===== config.mk =====
export PLATFORM = sky130hd
export DESIGN_NAME = gpio_port_regs
export DESIGN_NICKNAME = d
export VERILOG_FILES = /design/src/rtl/gpio_pkg.sv /design/src/rtl/gpio_in_sync.sv /design/src/rtl/gpio_port_bank.sv /design/src/rtl/gpio_change_irq.sv /design/src/rtl/gpio_port_regs.sv
export SDC_FILE = /design/constraint.sdc
export NUM_CORES = 1
export LEC_CHECK = 0
export BUFFER_PORTS_ARGS = -buffer_cell sky130_fd_sc_hd__buf_2
export CAP_MARGIN = 30
export CORE_AREA = 3 3 97 99
export DETAILED_ROUTE_END_ITERATION = 7
export DIE_AREA = 0 0 100 102
export GPL_TIMING_DRIVEN = 0
export HOLD_SLACK_MARGIN = 0.12
export PLACE_DENSITY = 0.83
export SLEW_MARGIN = 20
export SYNTH_ARGS = -nofsm -noshare
export SYNTH_HDL_FRONTEND = slang
export SYNTH_SLANG_ARGS = --single-unit

===== constraint.sdc =====
create_clock -name clk -period 1.88 [get_ports clk]
set_input_delay 0.188 -clock clk [delete_from_list [all_inputs] [get_ports clk]]
set_output_delay 0.188 -clock clk [all_outputs]
set_load 0.1 [all_outputs]

===== src/rtl/gpio_pkg.sv =====
package gpio_pkg;
  typedef enum logic [1:0] {
    KIND_INPUT    = 2'd0,
    KIND_OUTPUT   = 2'd1,
    KIND_POLARITY = 2'd2,
    KIND_CONFIG   = 2'd3
  } reg_kind_e;
endpackage


===== src/rtl/gpio_in_sync.sv =====
module gpio_in_sync #(
  parameter int W      = 16,
  parameter int STAGES = 2
) (
  input  logic         clk,
  input  logic         rst,
  input  logic [W-1:0] d,
  output logic [W-1:0] q
);
  logic [W-1:0] stg [STAGES];

  always_ff @(posedge clk) begin
    if (rst) begin
      for (int i = 0; i < STAGES; i++) stg[i] <= '0;
    end else begin
      stg[0] <= d;
      for (int i = 1; i < STAGES; i++) stg[i] <= stg[i-1];
    end
  end

  assign q = stg[STAGES-1];
endmodule


===== src/rtl/gpio_port_bank.sv =====
module gpio_port_bank
  import gpio_pkg::*;
#(
  parameter int PORT_W    = 8,
  parameter int NUM_PORTS = 2,
  localparam int PSEL_W   = $clog2(NUM_PORTS),
  localparam int IDX_W    = PSEL_W + 2,
  localparam int TOTAL    = PORT_W * NUM_PORTS
) (
  input  logic                 clk,
  input  logic                 rst,
  input  logic [IDX_W-1:0]     reg_idx,
  input  logic                 wr_en,
  input  logic [PORT_W-1:0]    wr_data,
  input  logic                 rd_en,
  input  logic [TOTAL-1:0]     pin_sync,
  output logic [PORT_W-1:0]    rd_data,
  output logic [TOTAL-1:0]     pin_out,
  output logic [TOTAL-1:0]     cfg_out,
  output logic [NUM_PORTS-1:0] snap_ld
);
  reg_kind_e         kind;
  logic [PSEL_W-1:0] psel;
  logic [PORT_W-1:0] out_q [NUM_PORTS];
  logic [PORT_W-1:0] pol_q [NUM_PORTS];
  logic [PORT_W-1:0] cfg_q [NUM_PORTS];
  logic [TOTAL-1:0]  pol_flat;
  logic [PORT_W-1:0] rd_mux;

  assign kind = reg_kind_e'(reg_idx[IDX_W-1 -: 2]);
  assign psel = reg_idx[PSEL_W-1:0];

  for (genvar p = 0; p < NUM_PORTS; p++) begin : g_port
    logic hit;
    assign hit = wr_en && (psel == PSEL_W'(p));

    always_ff @(posedge clk) begin
      if (rst) begin
        out_q[p] <= '1;
        pol_q[p] <= '0;
        cfg_q[p] <= '1;
      end else if (hit) begin
        case (kind)
          KIND_OUTPUT:   out_q[p] <= wr_data;
          KIND_POLARITY: pol_q[p] <= wr_data;
          KIND_CONFIG:   cfg_q[p] <= wr_data;
          default:       ;
        endcase
      end
    end

    assign pin_out[p*PORT_W +: PORT_W]  = out_q[p];
    assign cfg_out[p*PORT_W +: PORT_W]  = cfg_q[p];
    assign pol_flat[p*PORT_W +: PORT_W] = pol_q[p];
    assign snap_ld[p] = rd_en && (kind == KIND_INPUT) && (psel == PSEL_W'(p));
  end

  always_comb begin
    case (kind)
      KIND_INPUT:    rd_mux = pin_sync[int'(psel)*PORT_W +: PORT_W] ^ pol_q[psel];
      KIND_OUTPUT:   rd_mux = out_q[psel];
      KIND_POLARITY: rd_mux = pol_q[psel];
      default:       rd_mux = cfg_q[psel];
    endcase
  end

  always_ff @(posedge clk) begin
    if (rst)        rd_data <= '0;
    else if (rd_en) rd_data <= rd_mux;
  end

  // read data holds between reads
  a_r2_rd_hold: assert property (@(posedge clk) disable iff (rst)
    !rd_en |=> $stable(rd_data));

  // writes aimed at an input index leave every register unchanged
  a_r3_input_write_ignored: assert property (@(posedge clk) disable iff (rst)
    (wr_en && kind == KIND_INPUT) |=>
      ($stable(pin_out) && $stable(cfg_out) && $stable(pol_flat)));
endmodule


===== src/rtl/gpio_change_irq.sv =====
module gpio_change_irq #(
  parameter int PORT_W    = 8,
  parameter int NUM_PORTS = 2,
  parameter int STAGES    = 2,
  localparam int TOTAL    = PORT_W * NUM_PORTS,
  localparam int CW       = $clog2(STAGES + 2)
) (
  input  logic                 clk,
  input  logic                 rst,
  input  logic [TOTAL-1:0]     pin_sync,
  input  logic [TOTAL-1:0]     in_mask,
  input  logic [NUM_PORTS-1:0] snap_ld,
  output logic                 irq_n
);
  logic [CW-1:0]     settle_cnt;
  logic              settling;
  logic [PORT_W-1:0] snap_q [NUM_PORTS];
  logic [TOTAL-1:0]  snap_flat;
  logic [TOTAL-1:0]  diff;

  assign settling = (settle_cnt != '0);

  always_ff @(posedge clk) begin
    if (rst)           settle_cnt <= CW'(STAGES + 1);
    else if (settling) settle_cnt <= settle_cnt - 1'b1;
  end

  for (genvar p = 0; p < NUM_PORTS; p++) begin : g_snap
    always_ff @(posedge clk) begin
      if (rst)
        snap_q[p] <= '0;
      else if (settling || snap_ld[p])
        snap_q[p] <= pin_sync[p*PORT_W +: PORT_W];
    end
    assign snap_flat[p*PORT_W +: PORT_W] = snap_q[p];
  end

  assign diff = (pin_sync ^ snap_flat) & in_mask;

  always_ff @(posedge clk) begin
    if (rst || settling) irq_n <= 1'b1;
    else                 irq_n <= ~|diff;
  end

  // no interrupt during the settle window
  a_r10_quiet_settle: assert property (@(posedge clk) disable iff (rst)
    settling |=> irq_n);

  // with every pin an output the line stays released
  a_r9_outputs_excluded: assert property (@(posedge clk) disable iff (rst)
    (in_mask == '0) |=> irq_n);

  // no new interrupt without a change of pins, direction or snapshot
  a_r8_no_spurious_irq: assert property (@(posedge clk) disable iff (rst)
    (irq_n && !$past(rst) && !$past(settling) && $past(snap_ld) == '0 &&
     $stable(pin_sync) && $stable(in_mask)) |=> irq_n);
endmodule


===== src/rtl/gpio_port_regs.sv =====
module gpio_port_regs #(
  parameter int PORT_W      = 8,
  parameter int NUM_PORTS   = 2,
  parameter int SYNC_STAGES = 2,
  localparam int PSEL_W     = $clog2(NUM_PORTS),
  localparam int IDX_W      = PSEL_W + 2,
  localparam int TOTAL      = PORT_W * NUM_PORTS
) (
  input  logic              clk,
  input  logic              rst,
  input  logic [IDX_W-1:0]  reg_idx,
  input  logic              wr_en,
  input  logic [PORT_W-1:0] wr_data,
  input  logic              rd_en,
  output logic [PORT_W-1:0] rd_data,
  input  logic [TOTAL-1:0]  pin_in,
  output logic [TOTAL-1:0]  pin_out,
  output logic [TOTAL-1:0]  pin_oe,
  output logic              irq_n
);
  logic [TOTAL-1:0]     pin_sync;
  logic [TOTAL-1:0]     cfg;
  logic [NUM_PORTS-1:0] snap_ld;

  gpio_in_sync #(.W(TOTAL), .STAGES(SYNC_STAGES)) u_sync (
    .clk (clk),
    .rst (rst),
    .d   (pin_in),
    .q   (pin_sync)
  );

  gpio_port_bank #(.PORT_W(PORT_W), .NUM_PORTS(NUM_PORTS)) u_bank (
    .clk      (clk),
    .rst      (rst),
    .reg_idx  (reg_idx),
    .wr_en    (wr_en),
    .wr_data  (wr_data),
    .rd_en    (rd_en),
    .pin_sync (pin_sync),
    .rd_data  (rd_data),
    .pin_out  (pin_out),
    .cfg_out  (cfg),
    .snap_ld  (snap_ld)
  );

  gpio_change_irq #(.PORT_W(PORT_W), .NUM_PORTS(NUM_PORTS), .STAGES(SYNC_STAGES)) u_irq (
    .clk      (clk),
    .rst      (rst),
    .pin_sync (pin_sync),
    .in_mask  (cfg),
    .snap_ld  (snap_ld),
    .irq_n    (irq_n)
  );

  assign pin_oe = ~cfg;

  // state right after reset
  a_r1_reset_state: assert property (@(posedge clk) disable iff (rst)
    $past(rst) |-> (irq_n && pin_oe == '0 && pin_out == '1));
endmodule


==> results_dict.tcl, run 1 <==
set metrics [dict create \
    status "completed" \
    post-cts-setup-buffers 0 \
    seqCellArea_um2 2780 \
    whs_ps 133 \
    required_ps 1880 \
    cpPeakStageDelay_ps 520 \
    slew_violations 0 \
    ys_seq_area_frac 0.596 \
    drtAntennaViolNets 0 \
    drtPass1Iterations 4 \
    die_h_um 102 \
    clk_pin_slew_worst_paths_ps 90 \
    numCtsBuffers 9 \
    finalSetupViolCount 0 \
    grt_antenna_before_repair 0 \
    yosys_warnings 0 \
    leakage_nw 2.18 \
    cp_common_cell "buf_2" \
    fin_util 0.635 \
    fill_cells 669 \
    cap_violations 0 \
    grt_pass1_vias 3024 \
    cp.arrival_ps 1750 \
    grt_use_total 0.224 \
    crit_type "in -> reg" \
    gp_congestion 0.875 \
    area_growth_pct 17.5 \
    synthTopCellsByArea "edfxtp_1 41%, dfxtp_1 18%, mux4_2 4.8%, nor2b_1 4.4%, and2_1 4.3%" \
    viasPerCell 5.49 \
    layout_commonest_cell "buf_2" \
    mostFrequentLayoutCells "70 x buf_2, 64 x edfxtp_1, 43 x dfxtp_1" \
    dpl.hpwl_um 8090 \
    worstSkewPairLatency_ps 370 \
    grt_setup_unrepaired "no" \
    cp.buffers_inverters 3 \
    stdcell_count 556 \
    crit_path_start_kind "input port" \
    cp_slowest_cell "o21bai_1" \
    hold_viol 0 \
    layout-drive-gt1-share 0.246 \
    p_per_area_nw_per_um2 923 \
    cts_tree "done" \
    htree_levels 3 \
    drtIter0Drc 241 \
    start_util 0.540 \
    dp_cells 524 \
    multi_input_area_um2 1740 \
    n_antenna_cell 0 \
    drc 0 \
    num_vias 3055 \
    wire_per_inst_um 19.9 \
    critical_path.cell_chain "buf_2 -> buf_2 -> clkbuf_1 -> o21bai_1" \
    hp-class "in -> reg" \
    setup_ws_ps 132 \
    fmax_ghz 0.572 \
    cp_max_fo 12 \
    end_kind "flop" \
    dieArea_um2 10200 \
    grt_overflow 0 \
    core_um2 8640 \
    cts.sinks 107 \
    dpl_worst_slack_ps -301 \
    grt_pass1_wl_um 16800 \
    clock-root-buffer "clkbuf_8" \
    synth_nets 379 \
    synth_largest_area_cell "edfxtp_1" \
    clock_skew_ps 8.70 \
    crit_family "buffers and inverters" \
    synth_top_area_frac 0.412 \
    rows 34 \
    wirelength_um 11100 \
    ir_worst_vdd_v 0.000570 \
    ios 72 \
    tightest_slew_ps 997 \
    finalPower_mw 5.06 \
    port_buffers 69 \
    cts_buffer_depth 2 \
    synth_cell_types 31 \
    fin_crit_ps 1750 \
    synth_seq_cells 107 \
    max-slew-margin-rel 0.334 \
    syn_area_um2 4670 \
    grt_start_max_net_pins 17 \
    syn_inst 347 \
    die_width_um 100 \
    fin_crit_sh 0.930 \
    syn_area_per_cell_um2 13.4 \
    nNetsFinal 475 \
]
[metrics by stage]
stage / setup TNS [ps] / cell area [µm²]
2_1_floorplan: 0 / 4670
3_3_place_gp: -4040 / 5150
3_5_place_dp: -4480 / 5150
4_1_cts: 0 / 5480
5_1_grt: 0 / 5480
6_report: 0 / 5480
[kinds of logic after synthesis]
family	count (synthesis)	share of synthesized area
AO/OA/AOI/OAI	25	0.0391
XOR/XNOR	33	0.0619
adder cells (fa/ha/maj)	1	0.00268
buffers and inverters	31	0.0308
flip-flops	107	0.596
multiplexers	25	0.101
AND/OR/NAND/NOR	125	0.168
[routing by layer]
layer  wire length (µm)  vias to the layer above  track usage  part of all wire
li1                   -                     1393            -                 -
met1               4350                     1483        0.283              0.39
met2               5480                      151        0.377              0.50
met3                887                       28       0.0491             0.080
met4                352                        0       0.0933             0.032
met5                  0                        -            0                 0
[cells in the mapped netlist]
cell type	number
nand3b_1	1
nand2_1	3
clkbuf_1	7
nand3_1	1
o22ai_1	8
dfxtp_1	43
nand2_2	1
nor4_1	2
xnor2_1	16
nand2b_4	1
nand2b_1	27
xor2_1	17
or3_4	1
ha_1	1
nor2_1	9
mux2i_1	9
nor3_2	5
a21bo_1	1
a21oi_2	2
or2_1	9
edfxtp_1	64
buf_6	2
a211oi_1	8
mux4_1	6
buf_4	3
buf_2	1
inv_1	18
and2_1	32
mux4_2	10
o21bai_1	6
nor2b_1	33
[where the power goes]
| part | switching (mW) | internal [mW] | leakage [nW] | total [mW] |
|---|---|---|---|---|
| logic | 0.759 | 0.300 | 1.07 | 1.06 |
| clock network | 0.746 | 0.518 | 0.0863 | 1.26 |
| registers | 0.0958 | 2.64 | 1.02 | 2.74 |
| total | 1.60 | 3.46 | 2.18 | 5.06 |
[final timing paths]
check	startpoint	end	slack (ps)	cells after the start
setup / recovery	rst	u_bank.pol_q[0][5]	130	4
setup reg to reg	u_bank.pol_q[1][4]	u_bank.rd_data[4]	270	4
hold reg to reg	u_sync.stg[0][10]	u_sync.stg[0][26]	440	1
hold / removal	wr_data[3]	u_bank.out_q[0][3]	130	2
[registers in the layout, indices dropped and copies added, names as in the netlist]
register and cells:
u_irq.irq_n 1, u_bank.pol_q 16, u_bank.rd_data 8, u_irq.snap_q 16, u_bank.cfg_q 16, u_sync.stg 32, u_irq.settle_cnt 2, u_bank.out_q 16
[layout make-up]
cell class / count / area share
plain buffers: 12 / 0.0132
clock buffers: 12 / 0.0265
clock inverters: 4 / 0.00479
inverters: 18 / 0.0123
multi-input cells: 209 / 0.317
flip-flops and latches: 107 / 0.508
well taps: 108 / 0.0246
repair buffers: 86 / 0.0936
[what timing repair did]
| action | 4_1_cts | 5_1_grt |
|---|---|---|
| hold endpoints to repair | 16 | 0 |
| setup endpoints to repair | 0 | 6 |
| resized for setup | 0 | 0 |
| hold buffers | 16 | 0 |
Note: power is estimated with default switching activity, not from simulation.
==> inputs of run 2 (changes only) <==
--- a/config.mk
+++ b/config.mk
@@ -7,12 +7,14 @@
 export LEC_CHECK = 0
 export BUFFER_PORTS_ARGS = -buffer_cell sky130_fd_sc_hd__buf_2
 export CAP_MARGIN = 30
-export CORE_AREA = 3 3 97 99
+export CELL_PAD_IN_SITES_DETAIL_PLACEMENT = 1
+export CELL_PAD_IN_SITES_GLOBAL_PLACEMENT = 1
+export CORE_AREA = 3 3 105 107
 export DETAILED_ROUTE_END_ITERATION = 7
-export DIE_AREA = 0 0 100 102
+export DIE_AREA = 0 0 108 110
 export GPL_TIMING_DRIVEN = 0
 export HOLD_SLACK_MARGIN = 0.12
-export PLACE_DENSITY = 0.83
+export PLACE_DENSITY = 0.85
 export SLEW_MARGIN = 20
 export SYNTH_ARGS = -nofsm -noshare
 export SYNTH_HDL_FRONTEND = slang
==> run 2 against run 1 <==
  * Utilization shrank 9.0 points
  * Sequential power is essentially flat
  * Worst setup slack improved by 44 ps
  * Wire length increased by 6.5%
  * Non-clock buffer count grew 3
  * Cell area grew 1.6%
  * Clock-buffer cell count down 1
  * Die area increased by 16%
==> results_dict.tcl, run 2 (synthesized netlist as in run 1, its figures left out) <==
set metrics [dict create \
    required_ps 1900 \
    crit_path_start_kind "input port" \
    port_buffers 69 \
    fin_crit_sh 0.907 \
    tightest_slew_ps 931 \
    dpl.hpwl_um 9020 \
    drtAntennaViolNets 0 \
    cts.sinks 107 \
    cp_max_fo 12 \
    crit_type "in -> reg" \
    post-cts-setup-buffers 0 \
    layout_commonest_cell "buf_2" \
    fmax_ghz 0.587 \
    clk_pin_slew_worst_paths_ps 110 \
    ir_worst_vdd_v 0.000381 \
    largest_register_ffs 32 \
    max-slew-margin-rel 0.378 \
    mostFrequentLayoutCells "70 x buf_2, 64 x edfxtp_1, 43 x dfxtp_1" \
    fin_crit_ps 1700 \
    worstSkewPairLatency_ps 390 \
    slew_violations 0 \
    clock_skew_ps 14.4 \
    core_um2 10200 \
    drtIter0Drc 119 \
    wire_per_inst_um 20.1 \
    leakage_nw 2.20 \
    wirelength_um 11800 \
    clock-root-buffer "clkbuf_8" \
    htree_levels 3 \
    area_growth_pct 19.4 \
    fill_cells 1074 \
    grt_overflow 0 \
    n_antenna_cell 0 \
    cap_violations 0 \
    viasPerCell 5.05 \
    drc 0 \
    hold_viol 0 \
    seqCellArea_um2 2780 \
    fin_util 0.545 \
    grt_pass1_wl_um 18300 \
    stdcell_count 587 \
    hp-class "in -> reg" \
    numCtsBuffers 9 \
    layout-drive-gt1-share 0.246 \
    cts_buffer_depth 2 \
    multi_input_area_um2 1740 \
    ios 72 \
    num_vias 2966 \
    largest_register "u_sync.stg" \
    cp.arrival_ps 1720 \
    rows 37 \
    cts_tree "done" \
    p_per_area_nw_per_um2 938 \
    grt_start_max_net_pins 19 \
    grt_use_total 0.210 \
    status "completed" \
    dpl_worst_slack_ps -377 \
    die_width_um 108 \
    nNetsFinal 478 \
    dieArea_um2 11900 \
    whs_ps 131 \
    end_kind "flop" \
    die_h_um 110 \
    grt_antenna_before_repair 0 \
    grt_pass1_vias 3244 \
    setup_ws_ps 175 \
    start_util 0.456 \
    finalSetupViolCount 0 \
    gp_congestion 0.856 \
    post_cts_resized 0 \
    dp_cells 552 \
    drtPass1Iterations 4 \
    grt_setup_unrepaired "no" \
]
-- run 2: cell count changes in the layout (fill, tap and decap cells not counted), sizes merged --
cell,previous run,this run
clkbuf,18,17
dlygate4sd3,16,20
inv,18,22
buf,76,75
clkinv,3,0
-- run 2: critical path: stages --
cell	delay, ps
buf_2	310
buf_2	360
clkbuf_1	390
o21bai_1	470
-- run 2: stage by stage --
step	TNS (ps)	cell area (µm²)	total power [mW]
floorplan	0	4670	3.58
global placement	-4300	5180	3.79
detailed placement	-5750	5180	3.83
CTS	0	5580	5.26
global route	0	5570	5.42
finish	0	5570	5.23
-- run 2: final cells by class --
type	instances	share of cell area
Clock buffer	11	0.0272
Tap cell	136	0.0305
Sequential cell	107	0.499
Multi-Input combinational cell	209	0.312
Inverter	18	0.0121
Buffer	12	0.0130
Timing Repair Buffer	89	0.0979
Clock inverter	5	0.00763
-- run 2: metal layers --
layer  GRT usage  routed length, µm  share of wire  vias to the layer above
met5           0                  0              0                        -
met4      0.0803                218          0.018                        0
met3      0.0408                450          0.038                       14
met2       0.361               5960           0.51                       67
met1       0.265               5170           0.44                     1489
li1            -                  -              -                     1396
-- run 2: repair_timing --
| action | CTS | global route |
|---|---|---|
| endpoints found under the hold margin | 24 | 0 |
| endpoints found under the setup margin | 0 | 16 |
| hold buffers | 20 | 0 |
-- run 2: worst paths after layout --
| kind | slack [ps] | cells past startpoint | endpoint | start |
|---|---|---|---|---|
| setup / recovery | 180 | 4 | u_bank.cfg_q[1][3] | rst |
| hold / removal | 130 | 2 | u_bank.out_q[0][1] | wr_data[1] |
| setup reg to reg | 290 | 4 | u_bank.rd_data[2] | u_bank.pol_q[0][2] |
| hold reg to reg | 440 | 1 | u_sync.stg[0][24] | u_sync.stg[0][8] |
-- run 2: report_power, final --
group	total (mW)	internal, mW	leakage, nW	switching [mW]
clock	1.42	0.575	0.0988	0.844
combinational	1.06	0.304	1.08	0.754
sequential	2.75	2.64	1.02	0.108
==> inputs of run 3 (changes only) <==
--- a/config.mk
+++ b/config.mk
@@ -7,11 +7,12 @@
 export LEC_CHECK = 0
 export BUFFER_PORTS_ARGS = -buffer_cell sky130_fd_sc_hd__buf_2
 export CAP_MARGIN = 30
-export CELL_PAD_IN_SITES_DETAIL_PLACEMENT = 1
-export CELL_PAD_IN_SITES_GLOBAL_PLACEMENT = 1
-export CORE_AREA = 3 3 105 107
+export CELL_PAD_IN_SITES_DETAIL_PLACEMENT = 0
+export CELL_PAD_IN_SITES_GLOBAL_PLACEMENT = 2
+export CORE_AREA = 3 3 114 116
+export CTS_BUF_LIST = sky130_fd_sc_hd__clkbuf_16
 export DETAILED_ROUTE_END_ITERATION = 7
-export DIE_AREA = 0 0 108 110
+export DIE_AREA = 0 0 117 119
 export GPL_TIMING_DRIVEN = 0
 export HOLD_SLACK_MARGIN = 0.12
 export PLACE_DENSITY = 0.85
==> run 3 against run 2 <==
  * Combinational power barely moved
  * Worst setup slack got worse by 4.6 ps
  * Cell area rose by 1.6%
  * Sequential share of layout area fell by 0.77 points
  * Global-route usage fell by 4.0 points
  * Largest cell class unchanged
  * Non-clock buffer count fell by 2
  * Sequential power barely moved
  * Clock-buffer cell count fell by 1
  * Cell count rose by 1.5%
  * Power rose by 7.1%
  * Die area rose by 17%
  * Maximum frequency fell by 0.27%
==> results_dict.tcl, run 3 (synthesized netlist as in run 1, its figures left out) <==
set metrics [dict create \
    status "completed" \
    htree_levels 3 \
    cts_tree "done" \
    cts_buffer_depth 2 \
    start_util 0.389 \
    drtPass1Iterations 5 \
    hold_viol 0 \
    grt_setup_unrepaired "no" \
    slew_violations 0 \
    cts.sinks 107 \
    setup_ws_ps 171 \
    port_buffers 69 \
    numCtsBuffers 9 \
    area_growth_pct 21.3 \
    core_um2 12000 \
    fin_crit_sh 0.909 \
    rows 40 \
    nNetsFinal 476 \
    p_comb_frac 0.188 \
    wire_per_inst_um 18.9 \
    gp_congestion 0.817 \
    swShare 0.299 \
    clock_skew_ps 12.9 \
    dpl_worst_slack_ps -490 \
    num_vias 2891 \
    crit_path_start_kind "input port" \
    cap_violations 0 \
    p_int_mw 3.93 \
    cp_max_fo 12 \
    ios 72 \
    finalSetupViolCount 0 \
    clk_pin_slew_worst_paths_ps 80 \
    wirelength_um 11300 \
    leakage_nw 2.25 \
    mostFrequentLayoutCells "70 x buf_2, 64 x edfxtp_1, 43 x dfxtp_1" \
    grt_overflow 0 \
    grt_pass1_vias 2929 \
    n_antenna_cell 0 \
    fmax_ghz 0.585 \
    viasPerCell 4.85 \
    dp_cells 565 \
    grt_pass1_wl_um 17100 \
    critical_path.cell_chain "buf_2 -> buf_2 -> clkbuf_1 -> o21bai_1" \
    cpPeakStageDelay_ps 500 \
    dpl.hpwl_um 8300 \
    crit_family "buffers and inverters" \
    p_per_area_nw_per_um2 990 \
    cp.buffers_inverters 3 \
    grt_use_total 0.171 \
    power.switching_mw 1.68 \
    drtAntennaViolNets 0 \
    pwr-share-clk 0.324 \
    die_width_um 117 \
    die_h_um 119 \
    clock-root-buffer "clkbuf_16" \
    required_ps 1850 \
    tightest_slew_ps 965 \
    hp-class "in -> reg" \
    crit_type "in -> reg" \
    grt_start_max_net_pins 19 \
    layout-drive-gt1-share 0.249 \
    seqPwrFrac 0.488 \
    cp_slowest_cell "o21bai_1" \
    cp.arrival_ps 1680 \
    layout_commonest_cell "buf_2" \
    fin_crit_ps 1710 \
    largest_register "u_sync.stg" \
    largest_register_ffs 32 \
    dieArea_um2 13900 \
    end_kind "flop" \
    stdcell_count 596 \
    max-slew-margin-rel 0.356 \
    drc 0 \
    cp_common_cell "buf_2" \
    drtIter0Drc 165 \
    ir_worst_vdd_v 0.000469 \
    worstSkewPairLatency_ps 350 \
    grt_antenna_before_repair 0 \
]
-- run 3: power by group through the flow --
stage               clock network [mW]  registers (mW)  logic (mW)
finish                            1.81            2.74        1.05
global route                      1.96            2.75        1.12
CTS                               1.87            2.74        1.06
detailed placement                   0            2.79        1.03
global placement                     0            2.79        1.02
floorplan                            0            3.05       0.527
-- run 3: repair_timing --
| action | CTS | global route |
|---|---|---|
| buffers inserted | 0 | 0 |
| setup endpoints to repair | 12 | 2 |
| hold buffers | 16 | 0 |
| resized for setup | 0 | 1 |
| endpoints found under the hold margin | 16 | 0 |
-- run 3: final cells by class --
type	count	area (µm²)
well taps	147	184
inverters	18	67.6
clock buffers	10	250
repair buffers	87	520
clock inverters	6	38.8
multi-input cells	209	1740
flip-flops and latches	107	2780
fillers	1135	6350
plain buffers	12	72.6
-- run 3: metal layers --
layer | vias to the layer above | part of all wire | track usage
met5 | - | 0 | 0
met4 | 0 | 0.022 | 0.0588
met3 | 14 | 0.066 | 0.0462
met2 | 88 | 0.48 | 0.261
met1 | 1392 | 0.44 | 0.234
li1 | 1397 | - | -
-- run 3: final timing paths --
kind	start	endpoint	slack [ps]	cells past startpoint
worst max-delay path	rst	u_bank.pol_q[1][7]	170	4
worst min-delay path	wr_data[3]	u_bank.cfg_q[0][3]	150	2
worst max register to register	u_irq.settle_cnt[0]	u_irq.snap_q[1][7]	320	4
worst min register to register	u_sync.stg[0][2]	u_sync.stg[0][18]	430	1
-- run 3: metrics by stage --
step	power, mW	hold WS, ps	cell area [µm²]	setup TNS [ps]	util
finish	5.60	154	5660	0	0.471
global route	5.83	150	5660	0	0.471
CTS	5.67	141	5660	0	0.471
detailed placement	3.82	400	5210	-6460	0.434
global placement	3.81	400	5200	-6820	0.433
floorplan	3.58	316	4670	0	-
-- run 3: worst reg2reg max path: stages (launching register included) --
cell	delay, ps
dfxtp_1	320
inv_1	60
ha_1	320
nor2b_1	250
nand2_1	280
